File: src/rtl/aclk_pkg.sv
package aclk_pkg;

    typedef enum logic [1:0] {
        SPD_SINGLE = 2'b00,
        SPD_DOUBLE = 2'b01,
        SPD_QUAD   = 2'b10,
        SPD_RSVD   = 2'b11
    } speed_e;

    // log2 of bit clock periods per frame (64)
    localparam int unsigned BIT_LOG2  = 6;
    // log2 of master ticks per frame in single speed (512)
    localparam int unsigned BASE_LOG2 = 9;
    localparam int unsigned CNT_W     = BASE_LOG2;

    typedef logic [CNT_W-1:0] cnt_t;

    typedef struct packed {
        logic bclk;
        logic fclk;
        logic err;
    } clk_out_t;

    // log2 of master ticks per frame for a valid speed
    function automatic int unsigned frame_log2(speed_e s);
        return BASE_LOG2 - int'(s);
    endfunction

    function automatic cnt_t last_pos(speed_e s);
        int unsigned fl;
        fl = (s == SPD_RSVD) ? BIT_LOG2 : frame_log2(s);
        return cnt_t'((1 << fl) - 1);
    endfunction

    // Map a frame position to the registered clock outputs
    function automatic clk_out_t decode(cnt_t c, speed_e s);
        clk_out_t    o;
        int unsigned fl;
        cnt_t        bsh;
        cnt_t        fsh;
        if (s == SPD_RSVD) begin
            o = '{bclk: 1'b0, fclk: 1'b0, err: 1'b1};
        end else begin
            fl     = frame_log2(s);
            bsh    = c >> (fl - BIT_LOG2 - 1);
            fsh    = c >> (fl - 1);
            o.bclk = bsh[0];
            o.fclk = fsh[0];
            o.err  = 1'b0;
        end
        return o;
    endfunction

endpackage

File: src/rtl/aclk_mode_reg.sv
module aclk_mode_reg
    import aclk_pkg::*;
(
    input  logic       clk,
    input  logic       rst,
    input  logic [1:0] mode_in,
    input  logic       div_in,
    input  logic       boundary,
    output speed_e     mode_q,
    output speed_e     mode_n,
    output logic       div_q
);

    logic load;
    logic div_n;

    always_comb begin
        load   = rst || boundary;
        mode_n = load ? speed_e'(mode_in) : mode_q;
        div_n  = load ? div_in : div_q;
    end

    always_ff @(posedge clk) begin
        mode_q <= mode_n;
        div_q  <= div_n;
    end

    // the active speed only moves after a frame boundary or reset
    a_r8_speed_waits_boundary: assert property (@(posedge clk) disable iff (rst)
        !$stable(mode_q) |-> $past(boundary || rst));

    // the active pre-divide setting only moves after a frame boundary or reset
    a_r9_div_waits_boundary: assert property (@(posedge clk) disable iff (rst)
        !$stable(div_q) |-> $past(boundary || rst));

endmodule

File: src/rtl/aclk_prediv.sv
module aclk_prediv #(
    parameter int unsigned DIV_RATIO = 2
) (
    input  logic clk,
    input  logic rst,
    input  logic div_q,
    input  logic restart,
    output logic tick
);

    localparam int unsigned PH_W = (DIV_RATIO > 1) ? $clog2(DIV_RATIO) : 1;
    localparam logic [PH_W-1:0] PH_LAST = PH_W'(DIV_RATIO - 1);

    logic [PH_W-1:0] ph;

    always_comb tick = !div_q || (ph == PH_LAST);

    always_ff @(posedge clk) begin
        if (rst || restart)
            ph <= '0;
        else if (div_q)
            ph <= (ph == PH_LAST) ? '0 : ph + 1'b1;
        else
            ph <= '0;
    end

    // when dividing, two ticks never come in consecutive cycles
    a_r3_no_back_to_back_tick: assert property (@(posedge clk) disable iff (rst)
        (div_q && $past(div_q) && $past(tick) && !$past(rst)) |-> !tick);

endmodule

File: src/rtl/aclk_frame_cnt.sv
module aclk_frame_cnt
    import aclk_pkg::*;
(
    input  logic   clk,
    input  logic   rst,
    input  logic   tick,
    input  speed_e mode_q,
    input  speed_e mode_n,
    output logic   boundary,
    output logic   bclk,
    output logic   fclk,
    output logic   err
);

    cnt_t     cnt;
    cnt_t     cnt_n;
    clk_out_t out_q;
    clk_out_t out_n;
    logic     rsvd;
    logic     wrap;

    always_comb begin
        rsvd     = (mode_q == SPD_RSVD);
        wrap     = tick && (cnt == last_pos(mode_q));
        boundary = rsvd || wrap;
        if (rst || boundary)
            cnt_n = '0;
        else if (tick)
            cnt_n = cnt + 1'b1;
        else
            cnt_n = cnt;
        out_n = decode(cnt_n, mode_n);
    end

    always_ff @(posedge clk) begin
        cnt   <= cnt_n;
        out_q <= out_n;
    end

    assign bclk = out_q.bclk;
    assign fclk = out_q.fclk;
    assign err  = out_q.err;

    // the frame clock moves only together with a bit clock fall
    a_r4_frame_edge_on_bclk_fall: assert property (@(posedge clk) disable iff (rst)
        (!$stable(fclk) && !$past(rst)) |-> ($past(bclk) && !bclk));

    // the frame position never passes the last slot of the active speed
    a_r2_cnt_in_range: assert property (@(posedge clk) disable iff (rst)
        cnt <= last_pos(mode_q));

    // while the reserved code is active the position stays parked at zero
    a_r6_reserved_parks_cnt: assert property (@(posedge clk) disable iff (rst)
        (mode_q == SPD_RSVD) |=> (cnt == '0));

endmodule

File: src/rtl/audio_clk_master.sv
module audio_clk_master
    import aclk_pkg::*;
#(
    parameter int unsigned PREDIV_RATIO = 2
) (
    input  logic       clk,
    input  logic       rst,
    input  logic [1:0] speed_sel,
    input  logic       prediv_en,
    output logic       bclk_o,
    output logic       fclk_o,
    output logic       mode_err_o
);

    speed_e mode_q;
    speed_e mode_n;
    logic   div_q;
    logic   tick;
    logic   boundary;

    aclk_mode_reg u_mode (
        .clk      (clk),
        .rst      (rst),
        .mode_in  (speed_sel),
        .div_in   (prediv_en),
        .boundary (boundary),
        .mode_q   (mode_q),
        .mode_n   (mode_n),
        .div_q    (div_q)
    );

    aclk_prediv #(.DIV_RATIO(PREDIV_RATIO)) u_prediv (
        .clk     (clk),
        .rst     (rst),
        .div_q   (div_q),
        .restart (boundary),
        .tick    (tick)
    );

    aclk_frame_cnt u_frame (
        .clk      (clk),
        .rst      (rst),
        .tick     (tick),
        .mode_q   (mode_q),
        .mode_n   (mode_n),
        .boundary (boundary),
        .bclk     (bclk_o),
        .fclk     (fclk_o),
        .err      (mode_err_o)
    );

    // the error flag and a running clock never appear together
    a_r6_err_silences_clocks: assert property (@(posedge clk) disable iff (rst)
        mode_err_o |-> (!bclk_o && !fclk_o));

endmodule

File: config.mk
export PLATFORM = sky130hd
export DESIGN_NAME = audio_clk_master
export DESIGN_NICKNAME = d
export VERILOG_FILES = /design/src/rtl/aclk_pkg.sv /design/src/rtl/aclk_mode_reg.sv /design/src/rtl/aclk_prediv.sv /design/src/rtl/aclk_frame_cnt.sv /design/src/rtl/audio_clk_master.sv
export SDC_FILE = /design/constraint.sdc
export NUM_CORES = 1
export LEC_CHECK = 0
export ABC_CLOCK_PERIOD_IN_PS = 2400
export BUFFER_PORTS_ARGS = -buffer_cell sky130_fd_sc_hd__buf_2
export CAP_MARGIN = 30
export CORE_MARGIN = 3
export CORE_UTILIZATION = 50
export CTS_CLUSTER_SIZE = 14
export DETAILED_ROUTE_END_ITERATION = 8
export PLACE_DENSITY = 0.79
export SYNTH_ARGS = -nofsm -noshare
export SYNTH_HDL_FRONTEND = slang
export SYNTH_SLANG_ARGS = --single-unit
export TNS_END_PERCENT = 30
File: constraint.sdc
create_clock -name clk -period 2.4 [get_ports clk]
set_clock_uncertainty 0.05 [all_clocks]
set_input_delay 0.48 -clock clk [delete_from_list [all_inputs] [get_ports clk]]
set_output_delay 0.48 -clock clk [all_outputs]
set_load 0.01 [all_outputs]
==> results_dict.tcl, run 1 <==
set metrics [dict create \
    cts_tree "done" \
    syn_inst 91 \
    routed_wl_um 2130 \
    vias 764 \
    ir_worst_vdd_mv 0.384 \
    p_sw_frac 0.307 \
    dpl.hpwl_um 1610 \
    layout_commonest_cell "buf_4" \
    ys_ff_latch 16 \
    synthArstFlopShare 0 \
    die_x_um 47.9 \
    setup_viol 2 \
    cts_sinks 16 \
    gp_congestion 0.902 \
    htreeDepth 1 \
    grt_usage 0.221 \
    die_h_um 47.9 \
    pwr-share-clk 0.265 \
    critPathLaunchType "flip-flop" \
    drive_above_1_share 0.433 \
    drv_slew 0 \
    grt_max_degree 12 \
    fin_nets 132 \
    final_antenna_net_count 0 \
    cap_violations 0 \
    synth_top_area_frac 0.342 \
    synth_top_cell_by_area "dfxtp_1" \
    crit_path_end_kind "flip-flop" \
    clock_latency_ns 0.30 \
    hold_path_class "primary input to flip-flop" \
    syn_to_final_growth_pct 35.0 \
    ys_top_cells_by_area "dfxtp_1, ha_1, nor2_1" \
    n_antenna_cell 0 \
    p_sw_mw 0.214 \
    path_class "flip-flop to flip-flop" \
    final_cell_mix "buf_4, nor2_1, dfxtp_1" \
    fmax_mhz 405 \
    vias_per_cell 5.62 \
    combPwrFrac 0.302 \
    die_area_sq_mm 0.00230 \
    drt_first_iter_violations 13 \
    powerDensity_mw_per_mm2 588 \
    clk_pin_slew_worst_paths_ns 0.10 \
    fillers 102 \
    wl_per_cell_um 15.7 \
    tns_ns -0.0920 \
    yosys_most_used_dff "dfxtp_1" \
    violations "setup timing" \
    cts-root-buf "clkbuf_4" \
    fin_crit_ns 2.47 \
    syn_avg_cell_area_sq_um 9.65 \
    arrival_ns 2.67 \
    path_max_fanout 5 \
    ios 8 \
    rsz0062_at_grt "true" \
    coreArea_sq_mm 0.00158 \
    period_share 1.03 \
    syn-cell-area_sq_um 878 \
    numCtsBuffers 3 \
    p_leak_nw 0.491 \
    drc 0 \
    synth_edf_count 1 \
    fin_ws_ns -0.0674 \
    first_pass_iters 4 \
    yosysUniqueCellTypes 34 \
    core.rowCount 14 \
    overflow 0 \
    yosys_warnings 0 \
    power.internal_mw 0.483 \
    hold_viol_final 0 \
    ys_seq_area_frac 0.376 \
    rrSetupSlack_ns -0.07 \
    status "complete, but fails checks" \
    initial_core_util 0.557 \
    grt_pass1_vias 816 \
    final_util 0.752 \
    grt_pass1_wl_um 3480 \
    cp.required_ns 2.60 \
    seqPwrFrac 0.434 \
    ctsLongestPathBuffers 2 \
    io_buffer_count 7 \
    antenna_found_initial 0 \
    finalHoldWorstSlack_ns 0.310 \
]
## per-stage QoR
| step | area, sq um | setup WS, ns | cells | power, mW |
|---|---|---|---|---|
| 6_report | 1190 | -0.0674 | 136 | 0.698 |
| 5_1_grt | 1190 | -0.192 | 136 | 0.726 |
| 4_1_cts | 1170 | -0.0728 | 136 | 0.693 |
| 3_5_place_dp | 1100 | -0.126 | 130 | 0.491 |
| 3_3_place_gp | 1100 | -0.0275 | 130 | 0.482 |
| 2_1_floorplan | 927 | -0.0717 | 92 | 0.433 |
## synthesized netlist by cell type, drive strengths merged (3+ instances only)
cell type,number
xor2,5
nor2,13
nor3,6
xnor2,4
dfxtp,15
a21oi,3
ha,6
nand2,8
mux2i,3
inv,3
## path summary, 6_finish.rpt
kind                    endpoint      startpoint  cells after the start
setup / recovery    u_frame.fclk    u_mode.div_q                     11
hold / removal      u_mode.div_q       prediv_en                      1
setup reg to reg    u_frame.fclk    u_mode.div_q                     11
hold reg to reg   u_frame.cnt[6]  u_frame.cnt[6]                      3
## layer usage
layer  track usage  up-vias  wire, um
met5             0        -         0
met4        0.0645        0        34
met3        0.0338        5        62
met2         0.393       18      1120
met1         0.270      363       917
li1              -      378         -
## cell type report
type	count	area, sq um	area share
repair buffers	26	178	0.150
flip-flops and latches	16	334	0.282
well taps	16	20.0	0.0169
clock buffers	4	36.3	0.0306
inverters	3	13.8	0.0116
multi-input cells	71	604	0.509
## kinds of logic after synthesis
group                      count (synthesis)  synth area share
AOI/OAI and AO/OA                         12             0.120
buffers and inverters                      5            0.0271
DFF                                       16             0.376
and+or+nand+nor                           37             0.225
adders and majority gates                  6            0.0855
muxes                                      5            0.0726
other                                      1           0.00427
xor gates and xnor gates                   9            0.0897
## critical path, stage by stage, from the launching register on
cell and delay (ns):
edfxtp_1 0.44, nand2b_4 0.10, and3_4 0.19, o2111ai_4 0.10
o21ai_4 0.22, mux2_4 0.35, inv_4 0.07, ha_4 0.20
or2_4 0.24, o22a_1 0.20, o311ai_2 0.08, a32o_1 0.19
## state kept, by name, summed over array words and instances, names as in the netlist
signal,flops
u_frame.bclk,1
u_mode.mode_q,2
u_frame.fclk,1
u_mode.div_q,1
u_frame.err,1
u_prediv.ph,1
u_frame.cnt,9
## power groups by stage
stage                     logic, mW  clock network [mW]  registers (mW)
after floorplan               0.125                   0           0.308
after global placement        0.176                   0           0.305
after detailed placement      0.185                   0           0.307
after CTS                     0.203               0.188           0.302
after global routing          0.226               0.195           0.306
final                         0.211               0.185           0.303
## what timing repair did
action | in CTS | in global routing
pin swaps | 2 | 0
resized for setup | 5 | 3
hold buffers | 0 | 0
hold endpoints to repair | 0 | 0
setup endpoints to repair | 2 | 2
gates cloned | 0 | 0
setup buffers | 2 | 0
(Power assumes the default switching activity.)
==> run 2, diff against run 1 <==
--- a/config.mk
+++ b/config.mk
@@ -9,10 +9,10 @@
 export BUFFER_PORTS_ARGS = -buffer_cell sky130_fd_sc_hd__buf_2
 export CAP_MARGIN = 30
 export CORE_MARGIN = 3
-export CORE_UTILIZATION = 50
+export CORE_UTILIZATION = 35
 export CTS_CLUSTER_SIZE = 14
 export DETAILED_ROUTE_END_ITERATION = 8
-export PLACE_DENSITY = 0.79
+export PLACE_DENSITY = 0.61
 export SYNTH_ARGS = -nofsm -noshare
 export SYNTH_HDL_FRONTEND = slang
 export SYNTH_SLANG_ARGS = --single-unit
==> results_dict.tcl, run 2 (synthesis gave the netlist of run 1 again) <==
set metrics [dict create \
    status "complete, but fails checks" \
    violations "setup timing" \
    period_share 1.04 \
    dpl.hpwl_um 1510 \
    vias_per_cell 4.93 \
    largestRegisters "u_frame.cnt: 9 flops, u_mode.mode_q: 2 flops" \
    syn_to_final_growth_pct 33.6 \
    layout_commonest_cell "buf_4" \
    fillers 213 \
    multiInputGateArea_sq_um 572 \
    timing.rr.start "u_mode.div_q" \
    path_class "flip-flop to flip-flop" \
    pre_cts_slack_ns -0.170 \
    top_register "u_frame.cnt" \
    largest_reg_flops 9 \
    grt.met3_usage 0.0487 \
    min_from "prediv_en" \
    hold_viol_final 0 \
    cp.required_ns 2.58 \
    drive_above_1_share 0.397 \
    ctsLongestPathBuffers 2 \
    rsz0062_at_grt "true" \
    numCtsBuffers 3 \
    drv_slew 0 \
    fin_crit_ns 2.50 \
    die_area_sq_mm 0.00315 \
    fin_nets 133 \
    grt_max_degree 12 \
    io_buffer_count 7 \
    path_max_fanout 5 \
    coreArea_sq_mm 0.00230 \
    fmax_mhz 400 \
    core.rowCount 17 \
    grt_usage 0.131 \
    final_antenna_net_count 0 \
    wl_per_cell_um 12.5 \
    vias 734 \
    powerDensity_mw_per_mm2 578 \
    grt_pass1_vias 757 \
    critPathLaunchType "flip-flop" \
    initial_core_util 0.382 \
    hold_path_class "primary input to flip-flop" \
    arrival_ns 2.68 \
    antenna_found_initial 0 \
    final_cell_mix "buf_4, dfxtp_1, nor2_1" \
    cts_tree "done" \
    finalHoldWorstSlack_ns 0.312 \
    p_leak_nw 0.490 \
    seq_area_sq_um 332 \
    tns_ns -0.0970 \
    gp_congestion 0.820 \
    setup_viol 1 \
    routed_wl_um 1860 \
    drc 0 \
    crit_path_end_kind "flip-flop" \
    overflow 0 \
    total_power_mw 0.678 \
    die_h_um 56.1 \
    ios 8 \
    crit_start "u_mode.div_q" \
    fin_ws_ns -0.0970 \
    grt_pass1_wl_um 3250 \
    drt_first_iter_violations 17 \
    gr-usage-met1 0.156 \
    htreeDepth 1 \
    die_x_um 56.1 \
    cts-root-buf "clkbuf_4" \
    first_pass_iters 4 \
    cts_sinks 16 \
    n_antenna_cell 0 \
    clock_latency_ns 0.29 \
    ir_worst_vdd_mv 0.392 \
    clk_pin_slew_worst_paths_ns 0.09 \
    grtUsageMet2 0.225 \
    busiest_layer "met2" \
    cap_violations 0 \
    final_util 0.511 \
]
[run 2: changes by cell type in the layout (fill, tap and decap cells not counted), sizes merged]
cell,change
buf,+1
[run 2: repair_timing]
action                                  CTS  global route
endpoints found under the setup margin    2             2
gates resized for setup                   1             0
setup buffers                             3             0
pin swaps                                 2             0
hold buffers                              0             0
[run 2: final cells by class]
type | count | area share
inverter | 3 | 0.0117
timing repair buffer | 27 | 0.158
sequential | 16 | 0.283
tap | 28 | 0.0299
multi-input combinational | 71 | 0.487
clock buffer | 4 | 0.0309
[run 2: worst paths after layout]
check / to / slack [ns] / depth (start not counted)
max reg2reg: u_frame.fclk / -0.1 / 10
min: u_mode.div_q / 0.31 / 1
max: u_frame.fclk / -0.1 / 10
min reg2reg: u_frame.cnt[7] / 0.59 / 2
[run 2: worst max-delay path, cell delays in order, from the launching register on]
cell and delay [ns]:
edfxtp_1 0.44, nand2b_4 0.10, and3_4 0.19, o2111ai_4 0.10, o21ai_4 0.22, mux2i_2 0.35
ha_4 0.27, or2_4 0.24, o22a_1 0.20, o311ai_1 0.08, a32o_1 0.21
[run 2: power by group]
part	switching [mW]	internal [mW]	total, mW
logic	0.0975	0.102	0.199
registers	0.0128	0.286	0.299
clock network	0.0876	0.0924	0.180
[run 2: metrics by stage]
step,area (sq um),std cells
after global routing,1170,149
final,1170,149
after CTS,1170,149
after global placement,1110,142
after detailed placement,1110,142
after floorplan,927,92
[run 2: per-layer routing]
metal	routed length (um)	part of all wire	up-vias
met4	0	0	0
li1	-	-	379
met5	0	0	-
met1	859	0.46	339
met3	91	0.049	0
met2	910	0.49	16
